File: src/rtl/gpx_pkg.sv
package gpx_pkg;
  localparam int unsigned SEL_W = 2;

  typedef enum logic [SEL_W-1:0] {
    SEL_IN  = 2'd0,
    SEL_OUT = 2'd1,
    SEL_POL = 2'd2,
    SEL_DIR = 2'd3
  } regsel_e;
endpackage

File: src/rtl/gpx_sync.sv
module gpx_sync #(
  parameter int unsigned W      = 8,
  parameter int unsigned STAGES = 2
) (
  input  logic         clk_i,
  input  logic         rst_ni,
  input  logic [W-1:0] d_i,
  output logic [W-1:0] q_o
);
  logic [STAGES-1:0][W-1:0] stg_q;

  always_ff @(posedge clk_i or negedge rst_ni) begin
    if (!rst_ni) begin
      stg_q <= '0;
    end else begin
      stg_q[0] <= d_i;
      for (int s = 1; s < STAGES; s++) stg_q[s] <= stg_q[s-1];
    end
  end

  assign q_o = stg_q[STAGES-1];
endmodule

File: src/rtl/gpx_port.sv
module gpx_port #(
  parameter int unsigned W           = 8,
  parameter int unsigned SYNC_STAGES = 2
) (
  input  logic         clk_i,
  input  logic         rst_ni,
  input  logic [W-1:0] pin_i,
  input  logic [W-1:0] out_i,
  input  logic [W-1:0] pol_i,
  input  logic [W-1:0] dir_i,
  output logic [W-1:0] pin_o,
  output logic [W-1:0] pin_oe_o,
  output logic [W-1:0] in_view_o
);
  localparam int unsigned LAT = SYNC_STAGES + 1;
  localparam int unsigned CW  = $clog2(LAT + 1);

  logic [W-1:0] sync_q;
  logic [W-1:0] in_q;

  gpx_sync #(.W(W), .STAGES(SYNC_STAGES)) u_sync (
    .clk_i  (clk_i),
    .rst_ni (rst_ni),
    .d_i    (pin_i),
    .q_o    (sync_q)
  );

  always_ff @(posedge clk_i or negedge rst_ni) begin
    if (!rst_ni) in_q <= '0;
    else         in_q <= sync_q;
  end

  // inversion applies only to pins configured as inputs
  assign in_view_o = in_q ^ (pol_i & dir_i);

  for (genvar b = 0; b < W; b++) begin : g_pad
    assign pin_o[b]    = out_i[b];
    assign pin_oe_o[b] = ~dir_i[b];
  end

  logic [CW-1:0] warm_q;
  always_ff @(posedge clk_i or negedge rst_ni) begin
    if (!rst_ni)                  warm_q <= '0;
    else if (warm_q != CW'(LAT))  warm_q <= warm_q + 1'b1;
  end

  a_r7_input_latency: assert property (@(posedge clk_i)
    disable iff (!rst_ni || warm_q != CW'(LAT))
    in_q == $past(pin_i, 3));
endmodule

File: src/rtl/gpx_regfile.sv
module gpx_regfile
  import gpx_pkg::*;
#(
  parameter int unsigned W       = 8,
  parameter logic [W-1:0] OUT_RST = '0,
  parameter logic [W-1:0] POL_RST = '0,
  parameter logic [W-1:0] DIR_RST = '1
) (
  input  logic         clk_i,
  input  logic         rst_ni,
  input  logic         wr_start_i,
  input  logic         wr_byte_i,
  input  logic [W-1:0] wr_data_i,
  input  logic         rd_req_i,
  input  logic [W-1:0] in_view_i,
  output logic [W-1:0] rd_data_o,
  output logic         rd_valid_o,
  output logic [W-1:0] out_o,
  output logic [W-1:0] pol_o,
  output logic [W-1:0] dir_o
);
  logic         cmd_pend_q;
  regsel_e      ptr_q;
  logic [W-1:0] out_q, pol_q, dir_q;
  logic [W-1:0] rd_data_q, rd_mux;
  logic         rd_valid_q;
  logic         data_wr;

  assign data_wr = wr_byte_i && !cmd_pend_q;

  always_ff @(posedge clk_i or negedge rst_ni) begin
    if (!rst_ni) begin
      cmd_pend_q <= 1'b1;
      ptr_q      <= SEL_IN;
      out_q      <= OUT_RST;
      pol_q      <= POL_RST;
      dir_q      <= DIR_RST;
    end else if (wr_start_i) begin
      cmd_pend_q <= 1'b1;
    end else if (wr_byte_i) begin
      if (cmd_pend_q) begin
        ptr_q      <= regsel_e'(wr_data_i[SEL_W-1:0]);
        cmd_pend_q <= 1'b0;
      end else begin
        unique case (ptr_q)
          SEL_OUT: out_q <= wr_data_i;
          SEL_POL: pol_q <= wr_data_i;
          SEL_DIR: dir_q <= wr_data_i;
          default: ;
        endcase
      end
    end
  end

  always_comb begin
    unique case (ptr_q)
      SEL_IN:  rd_mux = in_view_i;
      SEL_OUT: rd_mux = out_q;
      SEL_POL: rd_mux = pol_q;
      default: rd_mux = dir_q;
    endcase
  end

  always_ff @(posedge clk_i or negedge rst_ni) begin
    if (!rst_ni) begin
      rd_data_q  <= '0;
      rd_valid_q <= 1'b0;
    end else begin
      rd_valid_q <= rd_req_i;
      if (rd_req_i) rd_data_q <= rd_mux;
    end
  end

  assign rd_data_o  = rd_data_q;
  assign rd_valid_o = rd_valid_q;
  assign out_o      = out_q;
  assign pol_o      = pol_q;
  assign dir_o      = dir_q;

  // input assumption: front end never marks a start and a byte together
  a_r2_no_start_with_byte: assert property (@(posedge clk_i) disable iff (!rst_ni)
    !(wr_start_i && wr_byte_i));

  a_r2_ptr_only_on_cmd: assert property (@(posedge clk_i) disable iff (!rst_ni)
    !(wr_byte_i && cmd_pend_q) |=> $stable(ptr_q));

  a_r3_out_only_when_selected: assert property (@(posedge clk_i) disable iff (!rst_ni)
    !(data_wr && ptr_q == SEL_OUT) |=> $stable(out_q));

  a_r3_dir_only_when_selected: assert property (@(posedge clk_i) disable iff (!rst_ni)
    !(data_wr && ptr_q == SEL_DIR) |=> $stable(dir_q));

  a_r4_input_write_ignored: assert property (@(posedge clk_i) disable iff (!rst_ni)
    (data_wr && ptr_q == SEL_IN) |=> ($stable(out_q) && $stable(pol_q) && $stable(dir_q)));

  a_r9_valid_after_req: assert property (@(posedge clk_i) disable iff (!rst_ni)
    rd_req_i |=> rd_valid_o);

  a_r9_no_valid_without_req: assert property (@(posedge clk_i) disable iff (!rst_ni)
    !rd_req_i |=> !rd_valid_o);

  a_r9_data_held: assert property (@(posedge clk_i) disable iff (!rst_ni)
    !rd_req_i |=> $stable(rd_data_o));
endmodule

File: src/rtl/gpio_expander_core.sv
module gpio_expander_core #(
  parameter int unsigned  W           = 8,
  parameter int unsigned  SYNC_STAGES = 2,
  parameter logic [W-1:0] OUT_RST     = 8'h00,
  parameter logic [W-1:0] POL_RST     = 8'hF0,
  parameter logic [W-1:0] DIR_RST     = 8'hFF
) (
  input  logic         clk_i,
  input  logic         rst_ni,
  input  logic         wr_start_i,
  input  logic         wr_byte_i,
  input  logic [W-1:0] wr_data_i,
  input  logic         rd_req_i,
  output logic [W-1:0] rd_data_o,
  output logic         rd_valid_o,
  input  logic [W-1:0] pin_i,
  output logic [W-1:0] pin_o,
  output logic [W-1:0] pin_oe_o
);
  logic [W-1:0] out_w, pol_w, dir_w, in_view_w;

  gpx_regfile #(
    .W(W), .OUT_RST(OUT_RST), .POL_RST(POL_RST), .DIR_RST(DIR_RST)
  ) u_regs (
    .clk_i      (clk_i),
    .rst_ni     (rst_ni),
    .wr_start_i (wr_start_i),
    .wr_byte_i  (wr_byte_i),
    .wr_data_i  (wr_data_i),
    .rd_req_i   (rd_req_i),
    .in_view_i  (in_view_w),
    .rd_data_o  (rd_data_o),
    .rd_valid_o (rd_valid_o),
    .out_o      (out_w),
    .pol_o      (pol_w),
    .dir_o      (dir_w)
  );

  gpx_port #(.W(W), .SYNC_STAGES(SYNC_STAGES)) u_port (
    .clk_i     (clk_i),
    .rst_ni    (rst_ni),
    .pin_i     (pin_i),
    .out_i     (out_w),
    .pol_i     (pol_w),
    .dir_i     (dir_w),
    .pin_o     (pin_o),
    .pin_oe_o  (pin_oe_o),
    .in_view_o (in_view_w)
  );
endmodule

File: config.mk
export PLATFORM = sky130hd
export DESIGN_NAME = gpio_expander_core
export DESIGN_NICKNAME = d
export VERILOG_FILES = /design/src/rtl/gpx_pkg.sv /design/src/rtl/gpx_sync.sv /design/src/rtl/gpx_port.sv /design/src/rtl/gpx_regfile.sv /design/src/rtl/gpio_expander_core.sv
export SDC_FILE = /design/constraint.sdc
export NUM_CORES = 1
export LEC_CHECK = 0
export ABC_AREA = 1
export BUFFER_PORTS_ARGS = -buffer_cell sky130_fd_sc_hd__buf_4
export CAP_MARGIN = 20
export CORE_MARGIN = 2
export CORE_UTILIZATION = 54
export CTS_BUF_LIST = sky130_fd_sc_hd__clkbuf_8 sky130_fd_sc_hd__clkbuf_16
export CTS_CLUSTER_DIAMETER = 200
export DETAILED_ROUTE_END_ITERATION = 6
export PLACE_DENSITY = 0.78
export SLEW_MARGIN = 25
export SYNTH_ARGS = -nofsm -noshare
export SYNTH_HDL_FRONTEND = slang
export SYNTH_SLANG_ARGS = --single-unit
File: constraint.sdc
create_clock -name clk_i -period 1.75 [get_ports clk_i]
set_clock_uncertainty 0.1 [all_clocks]
set_input_delay 0.175 -clock clk_i [delete_from_list [all_inputs] [get_ports clk_i]]
set_output_delay 0.175 -clock clk_i [all_outputs]
set_load 0.01 [all_outputs]
# == Word level (Yosys, flattened, before mapping) ==
# Index checks and enable logic that the tools add are counted.
# word_totals
elab_cells,34
inputBits,21
n_memories,0
rom_bits,0
ramBits,0
latch_bits,0
ff_bits,60
out_inout_bits,25
# op_classes
addsub,0
eq_ne,3
reduce_logical,6
div_mod_pow,0
multipliers,0
bitwise_logic,12
n_mux,3
n_lt_le_gt_ge,0
shifts,0
# op_table
op,n
one-hot mux 8 bit (3 select lines),1
AND reduction 4 bit,3
inverter 1 bit,10
AND 8 bit,1
bitwise XOR 8 bit,1
"== test 2 bit, second input constant",2
AND reduction 3 bit,1
"== test 2 x 1 -> 1 bit, second input constant",1
zero test 2 bit,1
two-way mux 1 bit,2
nonzero test 2 bit,1

# == Logic depth before layout (Yosys ltp) ==
# logic_depth
word_depth,3
ltp_mapped,7
depth_no_buf,6

# == By module ==
# A second synthesis with hierarchy kept.
# hier_totals
cells_unflattened,278
area_unflattened_um2,2555.0
# by_module_without_submodules
mod,seq_area_each_um2,area_per_inst_um2,cells_each,n_inst
gpx_regfile,917.1,1644.1,190,1
gpx_sync,400.4,460.4,24,1
gpx_port,200.2,450.4,64,1

# == Worst setup path after synthesis ==
# OpenSTA, ideal clock, no wires.
# synth_timing
path_type,register to register
start,reg u_regs.ptr_q[1]
end,"reg u_regs.rd_data_q[5], in the netlist u_regs.rd_data_o[5]"
slack_ns,0.512
path_buffers,1
arrival_time_ns,1.073
path_stages_with_launch,7
required_time_ns,1.584
path_cell_list,dfrtp_1 > buf_6 > nor2_1 > nand3_1 > nand2_1 > nand2_1 > nand2_1
# synth_between
elab_chain_len,2
word_cells_on_any_way,4
classes_between,2 x eq/ne; 1 x mux; 1 x reduce/logical
# synth_lines
element,line_no,text
"start, declared",gpx_regfile.sv:23,regsel_e ptr_q;
"start signal, assigned",gpx_regfile.sv:42,ptr_q <= regsel_e'(wr_data_i[SEL_W-1:0]);
"== test 2 bit, or another cell as far along",gpx_regfile.sv:56,unique case (ptr_q)
one-hot mux 8 bit (3 select lines) *,gpx_regfile.sv:56,
"end signal, assigned",gpx_regfile.sv:70,if (rd_req_i) rd_data_q <= rd_mux;
"end, declared",gpx_regfile.sv:25,"logic [W-1:0] rd_data_q, rd_mux;"
# Mark *: on every way between the ends. The rest lies on a longest branch, timed or not.
# A chain may end at the register's enable or synchronous reset.

# == Worst setup path after layout ==
# layout_timing
start,reg u_regs.ptr_q[1]
end,"reg u_regs.rd_data_q[1], in the netlist u_regs.rd_data_o[1]"
# The elaborated chain is that of the path after synthesis.

==> impl_results.md <==
- Ant. Diodes: 0
- DR DRC count: 0
- Area of the multi-input gates: 764 um2
- Setup-failing EPs final: 0
- Total number of vias: ~1900
- Die Ht: 71.6 um
- Starting Density: 56.4%
- Fraction of layout cells with a size suffix above 1: 26.3%
- Root cell of the clock tree: clkbuf_8
- Sequential cell area: 1520 um2
- Unrepaired setup endpoints after global routing: no
- Clock buffer depth: 2
- Reg2Reg Launch Point: u_regs.ptr_q[1]
- Met2 usage in global routing: between 30% and 40%
- Die area: just over 5000 um2
- Critical setup path kind: reg2reg
- Most Crowded Layer GR: met2
- Post-layout nets: 355
- Critical path launch point: u_regs.ptr_q[1]
- Yosys reg bits: 60
- Clock network fraction of total power: 31.3%
- Post-synthesis instance total: 265
- CP Launch Type: flop
- NetSw: 1.36 mW
- Met1 Resource Use GR: between 20% and 30%
- GPL Wtd Cong: 0.803
- Met3 Usage GRT: 4.78%
- All-Layer GR Usage: 21.3%
- Maxcap violations: 0
- Combinational share of power: 24.0%
- Die X: 71.6 um
- Gr ovfl total: 0
- Core Region: 4380 um2
- Std-Cell Rows: 24
- Crit path cell chain: nor2_1, nand3_1, nand2_1, nand2_1, nand2_1
- IO Port Bufs: 45
- P&R area growth vs syn: 31.2%
- Yosys cell types: 17
- Crit path required time: 1.92 ns
- CTS Buf Count: 9
- Slowest-stage cell, CP: nor2_1
- Worst path most repeated cell: nand2_1
- Slew Limit Fails: 0
- Syn Area/Cell: approximately 9.3 um2
- Fin crit share: 90.0%
- P per Cell Area: 1410 nW/um2
- Io pins: 46
- Worst rel slew slack: 52.5%
- Worst hold path class: in2reg
- Skew-Pair Late Insertion Delay: 0.33 ns
- CTS sink cnt: 60
- Antenna Nets Post-Route: 0
- Sw Ratio: 29.9%
- Post-Syn Area: 2470 um2
- Flop pwr share: 44.7%
- DP HPWL: 3020 um
- Register area share after synthesis: between 60% and 70%
- Number of global-route vias before repair: 1730
- DR iter-0 viols: between 100 and 150
- Largest net degree at the start of global routing: 61
- Fin Setup TNS: 0 ns
- Maximum VDD drop: 0.735 mV
- Yosys top cell by area: dfrtp_1
- PostCTS Resize Cnt: 0
- Critical path arrival: 1.75 ns
- LEAKAGE: 1.66 nW
- Run status: complete, no violations
- CP endpoint kind: flop
- Filler cells: 347
- Yosys warns: 0
- DR vias/cell: 4.81
- Power Internal: around 3.2 mW
- CTS clock-pin slew for the worst setup and hold paths: 0.06 ns
- Final hold slack: 0.0375 ns
- CP peak stage delay: between 0.5 and 0.6 ns
- Top cells by area, synth: dfrtp_1, dfstp_2, nand2_1
- H-tree level count: 3
- Actual slew at the worst max-slew pin: 0.712 ns
- Wirelength, routed: 4940 um
- Yosys top cell area share: approximately 48%
- CTS tree: built
- Worst-path fanout max: 11
- Peak Freq: 635 MHz
- DR WL/cell: 12.6 um
- Minimum clock period: 1.58 ns
- Syn Nets: 286
- Initial antenna violation count: 0
- HP Start: wr_data_i[0]
- DRT Pass-1 Iters: 4
- First-pass GRT wire length: 8030 um
- Post-CTS Hold Buffers: 18
- Final hold vios: 0
- Post-CTS Setup Bufs: 0
==> state kept, by name, summed over array words and instances, names as in the netlist <==
register	cells
u_port.in_q	8
u_regs.dir_o	8
u_regs.pol_o	8
u_regs.out_o	8
u_port.u_sync.q_o	8
u_port.u_sync.stg_q	8
u_regs.ptr_q	2
u_regs.cmd_pend_q	1
u_regs.rd_valid_o	1
u_regs.rd_data_o	8
==> cell type report <==
class / count / area share, %
repair buffers: 64 / 16.2
inverters: 36 / 4.17
well taps: 52 / 2.01
clock inverters: 4 / 2.16
flip-flops and latches: 60 / 46.8
multi-input cells: 163 / 23.6
clock buffers: 12 / 5.09
==> cell usage in the layout, fill, tap and decap left out <==
cell	netlist	routed
dfstp_2	13	13
dfrtp_1	47	47
nand3_1	17	17
dlygate4sd3_1	0	18
o21ai_2	8	8
nand2_1	84	84
buf_4	0	46
a21oi_1	9	9
clkinv_2	0	2
inv_2	2	2
o21ai_1	1	1
nand3_4	1	1
nand4_4	2	2
o21ai_0	18	18
clkbuf_8	0	12
nor2_1	22	22
nor2_4	1	1
inv_1	34	34
bufinv_16	0	2
==> per-layer routing <==
| layer | wire length, um | part of all wire [%] | vias to the layer above |
|---|---|---|---|
| met1 | 2170 | 44 | 867 |
| met2 | 2420 | 49 | 47 |
| met3 | 278 | 5.6 | 7 |
| met5 | 0 | 0 | - |
| met4 | 65 | 1.3 | 0 |
| li1 | - | - | 961 |
==> power groups by stage <==
stage	Combinational, mW	Clock, mW	Sequential [mW]
6_report	1.09	1.43	2.04
4_1_cts	1.11	1.45	2.04
3_5_place_dp	1.06	0	2.06
3_3_place_gp	1.03	0	2.05
2_1_floorplan	0.563	0	2.05
5_1_grt	1.23	1.50	2.09
==> final timing paths <==
kind                                     endpoint  slack, ns  cells past startpoint
max                           u_regs.rd_data_o[1]       0.17                      5
min                               u_regs.dir_o[0]       0.04                      3
max reg2reg                   u_regs.rd_data_o[1]       0.17                      5
min reg2reg                        u_port.in_q[0]       0.24                      0
max in group asynchronous    u_port.u_sync.q_o[0]       0.74                      2
min in group asynchronous  u_port.u_sync.stg_q[7]       0.34                      2
==> synthesized netlist by cell type <==
cell type	count
nor2_4	1
o21ai_2	8
dfrtp_1	47
buf_6	4
a21oi_1	9
o21ai_0	18
nand3_4	1
o21ai_1	1
clkbuf_1	1
buf_2	1
dfstp_2	13
nor2_1	22
inv_2	2
nand4_4	2
nand2_1	84
nand3_1	17
inv_1	34
==> kinds of logic after synthesis <==
kind of cell / Yosys count / share of synthesized area [%]
and+or+nand+nor: 127 / 22.4
buffers and inverters: 42 / 7.65
AOI/OAI and AO/OA: 36 / 8.51
DFF: 60 / 61.4
==> critical path: cells and delay by family, from the launching register on <==
family / cells / cell delay (ns)
and+or+nand+nor: 5 / 0.89
DFF: 1 / 0.51
==> per-stage QoR <==
| stage | total power, mW | setup WS [ns] | util (%) | instance area [um2] | std cells |
|---|---|---|---|---|---|
| floorplan | 2.61 | 0.512 | - | 2470 | 265 |
| global route | 4.83 | 0.00192 | 74.0 | 3240 | 391 |
| CTS | 4.60 | 0.132 | 74.0 | 3240 | 391 |
| finish | 4.56 | 0.174 | 74.0 | 3240 | 391 |
| detailed placement | 3.12 | 0.199 | 64.5 | 2830 | 357 |
| global placement | 3.08 | 0.251 | 64.5 | 2830 | 357 |
No activity file was read; power rests on OpenSTA's default activity.
